$ cat src/rtl/lgr_pkg.sv
package lgr_pkg;
   localparam int unsigned LANE_BITS = 8;

   typedef enum logic [1:0] {
      RSEL_BANK = 2'd0,
      RSEL_CTRL = 2'd1,
      RSEL_NONE = 2'd2
   } rsel_e;

   function automatic int unsigned lanes_of(int unsigned width);
      return width / LANE_BITS;
   endfunction
endpackage

$ cat src/rtl/lgr_addr_decode.sv
module lgr_addr_decode #(
   parameter int unsigned NUM_REGS = 8,
   parameter int unsigned ADDR_W   = 4
) (
   input  logic [ADDR_W-1:0]   addr,
   output logic                ctrl_hit,
   output logic [NUM_REGS-1:0] bank_sel
);
   assign ctrl_hit = (addr == ADDR_W'(NUM_REGS));

   for (genvar i = 0; i < NUM_REGS; i++) begin : g_sel
      assign bank_sel[i] = (addr == ADDR_W'(i));
   end
endmodule

$ cat src/rtl/lgr_ctrl_reg.sv
module lgr_ctrl_reg #(
   parameter int unsigned DATA_W     = 32,
   parameter int unsigned LANES      = 4,
   parameter int unsigned LANE_LSB   = 3,
   parameter logic [LANES-1:0] RESET_MASK = '1
) (
   input  logic              clk,
   input  logic              rst_n,
   input  logic              we,
   input  logic [LANES-1:0]  field_in,
   output logic [LANES-1:0]  mask,
   output logic [DATA_W-1:0] rd_word
);
   always_ff @(posedge clk or negedge rst_n) begin
      if (!rst_n) begin
         mask <= RESET_MASK;
      end else if (we) begin
         mask <= field_in;
      end
   end

   assign rd_word = DATA_W'(mask) << LANE_LSB;
endmodule

$ cat src/rtl/lgr_lane_bank.sv
module lgr_lane_bank
   import lgr_pkg::*;
#(
   parameter int unsigned DATA_W   = 32,
   parameter int unsigned NUM_REGS = 8,
   parameter int unsigned LANES    = 4
) (
   input  logic                       clk,
   input  logic                       rst_n,
   input  logic                       we,
   input  logic [NUM_REGS-1:0]        sel,
   input  logic [LANES-1:0]           mask,
   input  logic [DATA_W-1:0]          wdata,
   output logic [NUM_REGS*DATA_W-1:0] bank_flat
);
   for (genvar i = 0; i < NUM_REGS; i++) begin : g_reg
      for (genvar l = 0; l < LANES; l++) begin : g_lane
         logic                 lane_we;
         logic [LANE_BITS-1:0] lane_q;

         assign lane_we = we & sel[i] & mask[l];

         always_ff @(posedge clk or negedge rst_n) begin
            if (!rst_n) begin
               lane_q <= '0;
            end else if (lane_we) begin
               lane_q <= wdata[l*LANE_BITS +: LANE_BITS];
            end
         end

         assign bank_flat[i*DATA_W + l*LANE_BITS +: LANE_BITS] = lane_q;
      end
   end
endmodule

$ cat src/rtl/lane_gated_regfile.sv
module lane_gated_regfile
   import lgr_pkg::*;
#(
   parameter int unsigned DATA_W     = 32,
   parameter int unsigned NUM_REGS   = 8,
   parameter int unsigned LANE_LSB   = 3,
   parameter logic [3:0]  RESET_MASK = 4'hF,
   parameter bit          READ_REG   = 1'b0,
   localparam int unsigned ADDR_W    = $clog2(NUM_REGS + 1)
) (
   input  logic              clk,
   input  logic              rst_n,
   input  logic              wr_en,
   input  logic [ADDR_W-1:0] wr_addr,
   input  logic [DATA_W-1:0] wr_data,
   input  logic [ADDR_W-1:0] rd_addr,
   output logic [DATA_W-1:0] rd_data
);
   localparam int unsigned LANES = lanes_of(DATA_W);

   if (DATA_W % LANE_BITS != 0) begin : g_bad_width
      $error("DATA_W must be a whole number of bytes");
   end
   if (LANES != 4) begin : g_bad_lanes
      $error("mask field is four lanes wide; DATA_W must be 32");
   end
   if (LANE_LSB + LANES > DATA_W) begin : g_bad_field
      $error("lane field does not fit in the control word");
   end
   if (NUM_REGS < 1) begin : g_bad_depth
      $error("NUM_REGS must be at least 1");
   end

   logic                       ctrl_hit;
   logic [NUM_REGS-1:0]        bank_sel;
   logic [LANES-1:0]           ctrl_mask;
   logic [DATA_W-1:0]          ctrl_word;
   logic [NUM_REGS*DATA_W-1:0] bank_flat;

   lgr_addr_decode #(.NUM_REGS(NUM_REGS), .ADDR_W(ADDR_W)) u_wdec (
      .addr     (wr_addr),
      .ctrl_hit (ctrl_hit),
      .bank_sel (bank_sel)
   );

   lgr_ctrl_reg #(
      .DATA_W     (DATA_W),
      .LANES      (LANES),
      .LANE_LSB   (LANE_LSB),
      .RESET_MASK (RESET_MASK[LANES-1:0])
   ) u_ctrl (
      .clk      (clk),
      .rst_n    (rst_n),
      .we       (wr_en & ctrl_hit),
      .field_in (wr_data[LANE_LSB +: LANES]),
      .mask     (ctrl_mask),
      .rd_word  (ctrl_word)
   );

   lgr_lane_bank #(.DATA_W(DATA_W), .NUM_REGS(NUM_REGS), .LANES(LANES)) u_bank (
      .clk       (clk),
      .rst_n     (rst_n),
      .we        (wr_en),
      .sel       (bank_sel),
      .mask      (ctrl_mask),
      .wdata     (wr_data),
      .bank_flat (bank_flat)
   );

   // read path
   rsel_e             rsel;
   logic [DATA_W-1:0] bank_word;
   logic [DATA_W-1:0] rd_next;

   always_comb begin
      if (rd_addr < ADDR_W'(NUM_REGS))       rsel = RSEL_BANK;
      else if (rd_addr == ADDR_W'(NUM_REGS)) rsel = RSEL_CTRL;
      else                                   rsel = RSEL_NONE;
   end

   always_comb begin
      bank_word = '0;
      for (int i = 0; i < NUM_REGS; i++) begin
         if (rd_addr == ADDR_W'(i)) bank_word = bank_flat[i*DATA_W +: DATA_W];
      end
   end

   always_comb begin
      unique case (rsel)
         RSEL_BANK: rd_next = bank_word;
         RSEL_CTRL: rd_next = ctrl_word;
         default:   rd_next = '0;
      endcase
   end

   if (READ_REG) begin : g_rd_reg
      always_ff @(posedge clk or negedge rst_n) begin
         if (!rst_n) rd_data <= '0;
         else        rd_data <= rd_next;
      end
   end else begin : g_rd_comb
      assign rd_data = rd_next;
   end
endmodule

$ cat config.mk
export PLATFORM = sky130hd
export DESIGN_NAME = lane_gated_regfile
export DESIGN_NICKNAME = d
export VERILOG_FILES = /design/src/rtl/lgr_pkg.sv /design/src/rtl/lgr_addr_decode.sv /design/src/rtl/lgr_ctrl_reg.sv /design/src/rtl/lgr_lane_bank.sv /design/src/rtl/lane_gated_regfile.sv
export SDC_FILE = /design/constraint.sdc
export NUM_CORES = 1
export LEC_CHECK = 0
export CORE_MARGIN = 1
export CORE_UTILIZATION = 50
export DETAILED_ROUTE_END_ITERATION = 6
export PLACE_DENSITY = 0.72
export SETUP_SLACK_MARGIN = 0.05
export SLEW_MARGIN = 10
export SYNTH_ARGS = -nofsm -noshare
export SYNTH_HDL_FRONTEND = slang
export SYNTH_SLANG_ARGS = --single-unit
$ cat constraint.sdc
create_clock -name clk -period 7.1 [get_ports clk]
set_input_delay 2.13 -clock clk [delete_from_list [all_inputs] [get_ports clk]]
set_output_delay 2.13 -clock clk [all_outputs]
set_load 0.05 [all_outputs]
==> impl_metrics.csv, run 1 <==
group,metric,value,unit
outcome,status,"finished, final reports clean",
logic_synthesis,synth-async-reset-ratio,1.00,
critical_path,critical_path_class,"input pin to output port",
critical_path,cp_data_arrival_time,4.43,ns
sta,fmax,152,MHz
clock_tree,cts_root_buffer,"clkbuf_16",
pwr,peakVddDrop,0.000217,V
logic_synthesis,ys_seq_area_frac,0.525,
placement,dp_slack,0.562,ns
sta,fin_ws,0.535,ns
critical_path,crit_path_max_fanout,13,
die,die_w,160,um
pwr,power_leakage,6.49,nW
pwr,p_per_area,273,nW/um2
die,die_h,160,um
clock_tree,post_cts_resize_count,0,
detailed_routing,drt_iter0_markers,538,
hold_path,hp-class,"flip-flop to flip-flop",
placement,place_area,13700,um2
clock_tree,holdBufCountCts,0,
layout,fin_area,14500,um2
sta,relSlewSlack,0.311,
global_routing,grt_pass1_wl,47500,um
pwr,power.net_switching,1.05,mW
global_routing,grt-ovfl-total,0,
pwr,power.share.combinational,0.188,
global_routing,grt_antenna_before_repair,1,
pwr,swShare,0.266,
sta,tightest_slew,1.03,ns
logic_synthesis,synth_fp_nets,1023,
die,die_area,25400,um2
placement,port_buffers,74,
critical_path,worstPathRequired,4.97,ns
clock_tree,clk-insertion-delay-late,0.53,ns
die,start_util,0.510,
clock_tree,clk_pin_slew,0.06,ns
logic_synthesis,synth_edf_count,0,
pwr,p_int,2.90,mW
detailed_routing,routed-wl-met3,1470,um
sta,final.period_utilization,0.925,
global_routing,grt_pass1_vias,8373,
detailed_routing,vias_per_cell,5.92,
placement,gp_routability_congestion,0.847,
sta,rsz0062_at_grt,"false",
global_routing,grt_max_degree,139,
placement,dp_hpwl,18500,um
sta,setup_violations,0,
detailed_routing,wire_per_inst,21.5,um
clock_tree,cts_tree,"done",
layout,fillCellCount,1945,
detailed_routing,top_layer_used,"met4",
logic_synthesis,ys_ff_latch,260,
logic_synthesis,syn_inst,980,
detailed_routing,drc,0,
logic_synthesis,synth_top_flop_cell,"dfrtp_1",
detailed_routing,wirelength,29800,um
global_routing,grt_use_total,0.240,
sta,skew,0.00476,ns
clock_tree,postCtsSetupBuffers,0,
job,cap_violations,0,
clock_tree,cts.path.max_buffers,3,
detailed_routing,drt_first_pass_iters,5,
die,rows,57,
clock_tree,clock_sinks,260,
layout,area_growth,16.5,%
logic_synthesis,synth_area_per_cell,12.7,um2
die,core_area,24300,um2
detailed_routing,met1_length,13700,um
layout,final_layout_size_suffix_gt1_frac,0.362,
pwr,seqPwrFrac,0.487,
detailed_routing,num_vias,8236,
logic_synthesis,yosysWarnings,0,
die,io_pins,75,
layout,final_net_count,1092,
sta,hold_violations,0,
detailed_routing,detail-route-antenna-nets,0,
logic_synthesis,syn_area,12400,um2
critical_path,worstSetupStartpointType,"input pin",
logic_synthesis,synth_cell_type_count,50,
detailed_routing,route.met2.wl,14100,um
sta,slew_viol_final,0,
sta,period_needed,6.56,ns
clock_tree,htree_levels,1,
clock_tree,cts_inserted_buffers,27,
pwr,clockPowerShare,0.325,
critical_path,critPathCaptureType,"output port",
sta,tns,0,ns
[critical path, stage by stage]
cell,delay (ns)
clkdlybuf4s50_1,0.58
buf_4,0.28
nor2b_2,0.57
buf_4,0.30
o2bb2ai_1,0.16
o21ai_0,0.20
buf_12,0.20
[metrics by stage]
step,total power [mW],util,hold slack (ns),cells
2_1_floorplan,2.41,-,0.458,980
3_3_place_gp,2.66,0.562,0.473,1344
3_5_place_dp,2.69,0.562,0.482,1344
4_1_cts,3.97,0.594,0.495,1390
5_1_grt,4.12,0.594,0.508,1391
6_report,3.95,0.594,0.492,1391
[area by class of cell]
cell class / instances / area (um2) / area share
sequential: 260 / 6510 / 0.450
multi-input combinational: 650 / 5570 / 0.385
timing repair buffer: 91 / 1120 / 0.0774
clock buffer: 43 / 766 / 0.0530
tap: 324 / 405 / 0.0280
inverter: 19 / 71.3 / 0.00493
clock inverter: 3 / 15.0 / 0.00104
antenna: 1 / 2.50 / 0.000173
[layout by cell type (no fill, tap or decap), types with 3 or more instances in the layout]
cell and n:
nand2b_1 7, clkinv_2 3, buf_4 23, nand2_2 12, a21oi_1 33, dfrtp_1 256
o2111ai_1 5, nor2_2 16, o22ai_1 5, buf_12 27, mux2i_1 55, mux2_2 254
mux2_1 8, a31oi_1 4, nor2b_1 5, dfstp_2 4, a211oi_1 3, a22oi_1 3
nand3b_1 4, clkdlybuf4s50_1 38, nor3b_4 3, clkbuf_1 13, clkbuf_8 3, a2bb2oi_1 3
clkbuf_16 27, o21ai_0 88, nor3b_1 4, o2bb2ai_1 47, inv_1 18, nand2_1 34
nor2_1 25, or3b_2 3
[routing by layer]
metal  GRT usage  vias to the layer above
li1            -                     3713
met1       0.340                     4266
met2       0.384                      213
met3      0.0346                       44
met4      0.0656                        0
met5           0                        -
[sequential cells by signal, summed over array words and instances, names as in the netlist]
signal	flops
u_bank.g.g_lane.lane_q	256
u_ctrl.mask	4
[power groups by stage]
stage / sequential [mW] / combinational, mW / clock [mW]
6_report: 1.92 / 0.740 / 1.28
5_1_grt: 1.96 / 0.803 / 1.36
4_1_cts: 1.92 / 0.747 / 1.30
3_5_place_dp: 1.95 / 0.742 / 0
3_3_place_gp: 1.93 / 0.725 / 0
2_1_floorplan: 1.90 / 0.511 / 0
[final timing paths]
kind                                                      from                                  end  slack [ns]  cells after the start
max                                                 rd_addr[3]                          rd_data[18]        0.54                      7
min reg2reg                u_bank.g_reg[4].g_lane[2].lane_q[5]  u_bank.g_reg[4].g_lane[2].lane_q[5]        0.49                      1
max in group asynchronous                                rst_n  u_bank.g_reg[4].g_lane[2].lane_q[0]        4.18                      2
max reg2reg                                     u_ctrl.mask[3]  u_bank.g_reg[6].g_lane[3].lane_q[3]        4.76                      3
min                        u_bank.g_reg[4].g_lane[2].lane_q[5]  u_bank.g_reg[4].g_lane[2].lane_q[5]        0.49                      1
min in group asynchronous                                rst_n  u_bank.g_reg[2].g_lane[3].lane_q[4]        1.67                      1
[logic make-up after synthesis]
| family | Yosys count | share of synthesized area |
|---|---|---|
| buffers and inverters | 70 | 0.0266 |
| AND/OR/NAND/NOR | 133 | 0.0646 |
| AO/OA/AOI/OAI | 200 | 0.102 |
| flip-flops | 260 | 0.525 |
| multiplexers | 317 | 0.282 |
[synth_stat cells (all sizes together) (6+ instances only)]
master	n	area, um2
a21oi	33	165
buf	26	165
clkbuf	25	93.8
dfrtp	256	6410
inv	18	67.6
mux2	262	2950
mux2i	55	551
nand2	46	203
nand2b	7	43.8
nand3b	6	52.6
nor2	41	194
nor2b	7	46.3
nor3b	7	86.3
o21ai	90	450
o2bb2ai	47	412
Power figures use the tool's default switching activity.
==> run 2, diff against run 1 <==
--- a/config.mk
+++ b/config.mk
@@ -7,7 +7,9 @@
 export LEC_CHECK = 0
 export CORE_MARGIN = 1
 export CORE_UTILIZATION = 50
+export CTS_BUF_LIST = sky130_fd_sc_hd__clkbuf_8
 export DETAILED_ROUTE_END_ITERATION = 6
+export HOLD_SLACK_MARGIN = 0.05
 export PLACE_DENSITY = 0.72
 export SETUP_SLACK_MARGIN = 0.05
 export SLEW_MARGIN = 10
==> run 2 against run 1 <==
Sequential cell count is the same. Clock skew grew 0.016 ns. Global-route usage grew 0.17 points. Register-to-register slack gained 0.02 ns. Cell count grew 2.5%. Total power grew 2.0%. Combinational power is essentially flat. Worst hold slack is essentially flat. Critical path type unchanged. Critical endpoint unchanged.
==> impl_metrics.csv, run 2 (same netlist as run 1, synthesis figures left out) <==
group,metric,value,unit
global_routing,grt_pass1_wl,47800,um
layout,multi_input_area,5570,um2
die,die_h,160,um
detailed_routing,drt_first_pass_iters,4,
clock_tree,htree_levels,2,
detailed_routing,num_vias,8343,
sta,hold_violations,0,
sta,fin_ws,0.511,ns
sta,relSlewSlack,0.323,
placement,gp_routability_congestion,0.847,
clock_tree,clk_pin_slew,0.06,ns
pwr,p_per_area,276,nW/um2
sta,tns,0,ns
clock_tree,cts.path.max_buffers,3,
layout,largest_reg_flops,256,
job,cap_violations,0,
layout,instances_no_fill,1426,
clock_tree,cts_root_buffer,"clkbuf_8",
sta,fmax,152,MHz
placement,dp_hpwl,18500,um
clock_tree,clock_sinks,260,
die,die_w,160,um
sta,slew_viol_final,0,
detailed_routing,wirelength,29900,um
detailed_routing,wire_per_inst,20.9,um
layout,final_layout_size_suffix_gt1_frac,0.383,
placement,dp_slack,0.562,ns
hold_path,hp-class,"flip-flop to flip-flop",
sta,final.period_utilization,0.928,
placement,dp.cells,1344,
layout,seq_area,6510,um2
clock_tree,post_cts_resize_count,0,
pwr,power_leakage,6.64,nW
die,core_area,24300,um2
sta,rsz0062_at_grt,"false",
layout,top_regs,"u_bank.g.g_lane.lane_q: 256 flops, u_ctrl.mask: 4 flops",
layout,fillCellCount,1938,
outcome,status,"finished, final reports clean",
sta,period_needed,6.59,ns
die,start_util,0.510,
sta,setup_violations,0,
hold_path,min_path_cells,1,
detailed_routing,drt_iter0_markers,535,
critical_path,critPathCaptureType,"output port",
layout,layout_commonest_cell,"dfrtp_1",
pwr,peakVddDrop,0.000153,V
layout,final_net_count,1110,
die,die_area,25400,um2
critical_path,crit_path_max_fanout,13,
critical_path,worstSetupStartpointType,"input pin",
layout,area_growth,17.8,%
critical_path,reg2reg_depth,3,
placement,port_buffers,74,
layout,largest-register,"u_bank.g.g_lane.lane_q",
global_routing,grt_max_degree,139,
clock_tree,cts_inserted_buffers,45,
die,io_pins,75,
critical_path,critical_path_class,"input pin to output port",
critical_path,worstPathRequired,4.97,ns
layout,fin_util,0.601,
global_routing,grt_pass1_vias,8478,
sta,tightest_slew,1.01,ns
detailed_routing,detail-route-antenna-nets,0,
global_routing,grt-ovfl-total,0,
die,rows,57,
clock_tree,clk-insertion-delay-late,0.55,ns
clock_tree,postCtsSetupBuffers,0,
layout,most-common-layout-cells,"dfrtp_1, mux2_2, o21ai_0",
critical_path,cp_data_arrival_time,4.46,ns
detailed_routing,vias_per_cell,5.85,
global_routing,grt_antenna_before_repair,1,
clock_tree,holdBufCountCts,0,
global_routing,grt_use_total,0.241,
sta,skew,0.0210,ns
clock_tree,cts_tree,"done",
detailed_routing,drc,0,
-- run 2: changes by cell type in the layout (fill, tap and decap cells not counted), sizes merged --
cell,before,now
clkbuf,43,62
inv,18,30
clkinv,4,7
clkinvlp,0,1
-- run 2: worst paths after layout --
kind | start | end | slack [ns]
worst max register to register | u_ctrl.mask[3] | u_bank.g_reg[6].g_lane[3].lane_q[6] | 4.78
worst min register to register | u_bank.g_reg[4].g_lane[2].lane_q[5] | u_bank.g_reg[4].g_lane[2].lane_q[5] | 0.49
min in group asynchronous | rst_n | u_bank.g_reg[6].g_lane[3].lane_q[4] | 1.63
max in group asynchronous | rst_n | u_bank.g_reg[5].g_lane[2].lane_q[0] | 4.22
worst min-delay path | u_bank.g_reg[4].g_lane[2].lane_q[5] | u_bank.g_reg[4].g_lane[2].lane_q[5] | 0.49
worst max-delay path | rd_addr[3] | rd_data[18] | 0.51
-- run 2: area by class of cell --
cell class	instances	area share
multi-input cells	650	0.381
clock inverters	19	0.00565
repair buffers	91	0.0765
well taps	324	0.0277
inverters	19	0.00488
diodes	1	0.000171
clock buffers	62	0.0584
flip-flops and latches	260	0.446
-- run 2: routing by layer --
metal  global-route usage  routed length, um  part of all wire  vias to the layer above
li1                     -                  -                 -                     3771
met5                    0                  0                 0                        -
met4               0.0765                600             0.020                        0
met2                0.378              13900              0.47                      214
met3               0.0399               1510             0.050                       48
met1                0.343              13900              0.46                     4310
-- run 2: report_power, final --
part / internal (mW) / switching [mW]
logic: 0.390 / 0.349
clock network: 0.774 / 0.592
registers: 1.78 / 0.144
-- run 2: worst max-delay path: stages --
cell	delay (ns)
clkdlybuf4s50_1	0.58
buf_4	0.28
nor2b_2	0.58
buf_4	0.31
o2bb2ai_1	0.17
o21ai_0	0.20
buf_12	0.20
-- run 2: through the flow --
| stage | hold slack [ns] | instance area (um2) | power (mW) |
|---|---|---|---|
| after floorplan | 0.458 | 12400 | 2.41 |
| after global placement | 0.473 | 13700 | 2.66 |
| after detailed placement | 0.482 | 13700 | 2.69 |
| after CTS | 0.494 | 14600 | 4.06 |
| after global routing | 0.508 | 14600 | 4.22 |
| final | 0.492 | 14600 | 4.03 |
==> run 3, diff against run 2 <==
--- a/config.mk
+++ b/config.mk
@@ -5,6 +5,7 @@
 export SDC_FILE = /design/constraint.sdc
 export NUM_CORES = 1
 export LEC_CHECK = 0
+export CAP_MARGIN = 20
 export CORE_MARGIN = 1
 export CORE_UTILIZATION = 50
 export CTS_BUF_LIST = sky130_fd_sc_hd__clkbuf_8
==> results of run 3 <==
The final DEF is identical to that of run 2; final timing and power are the same.
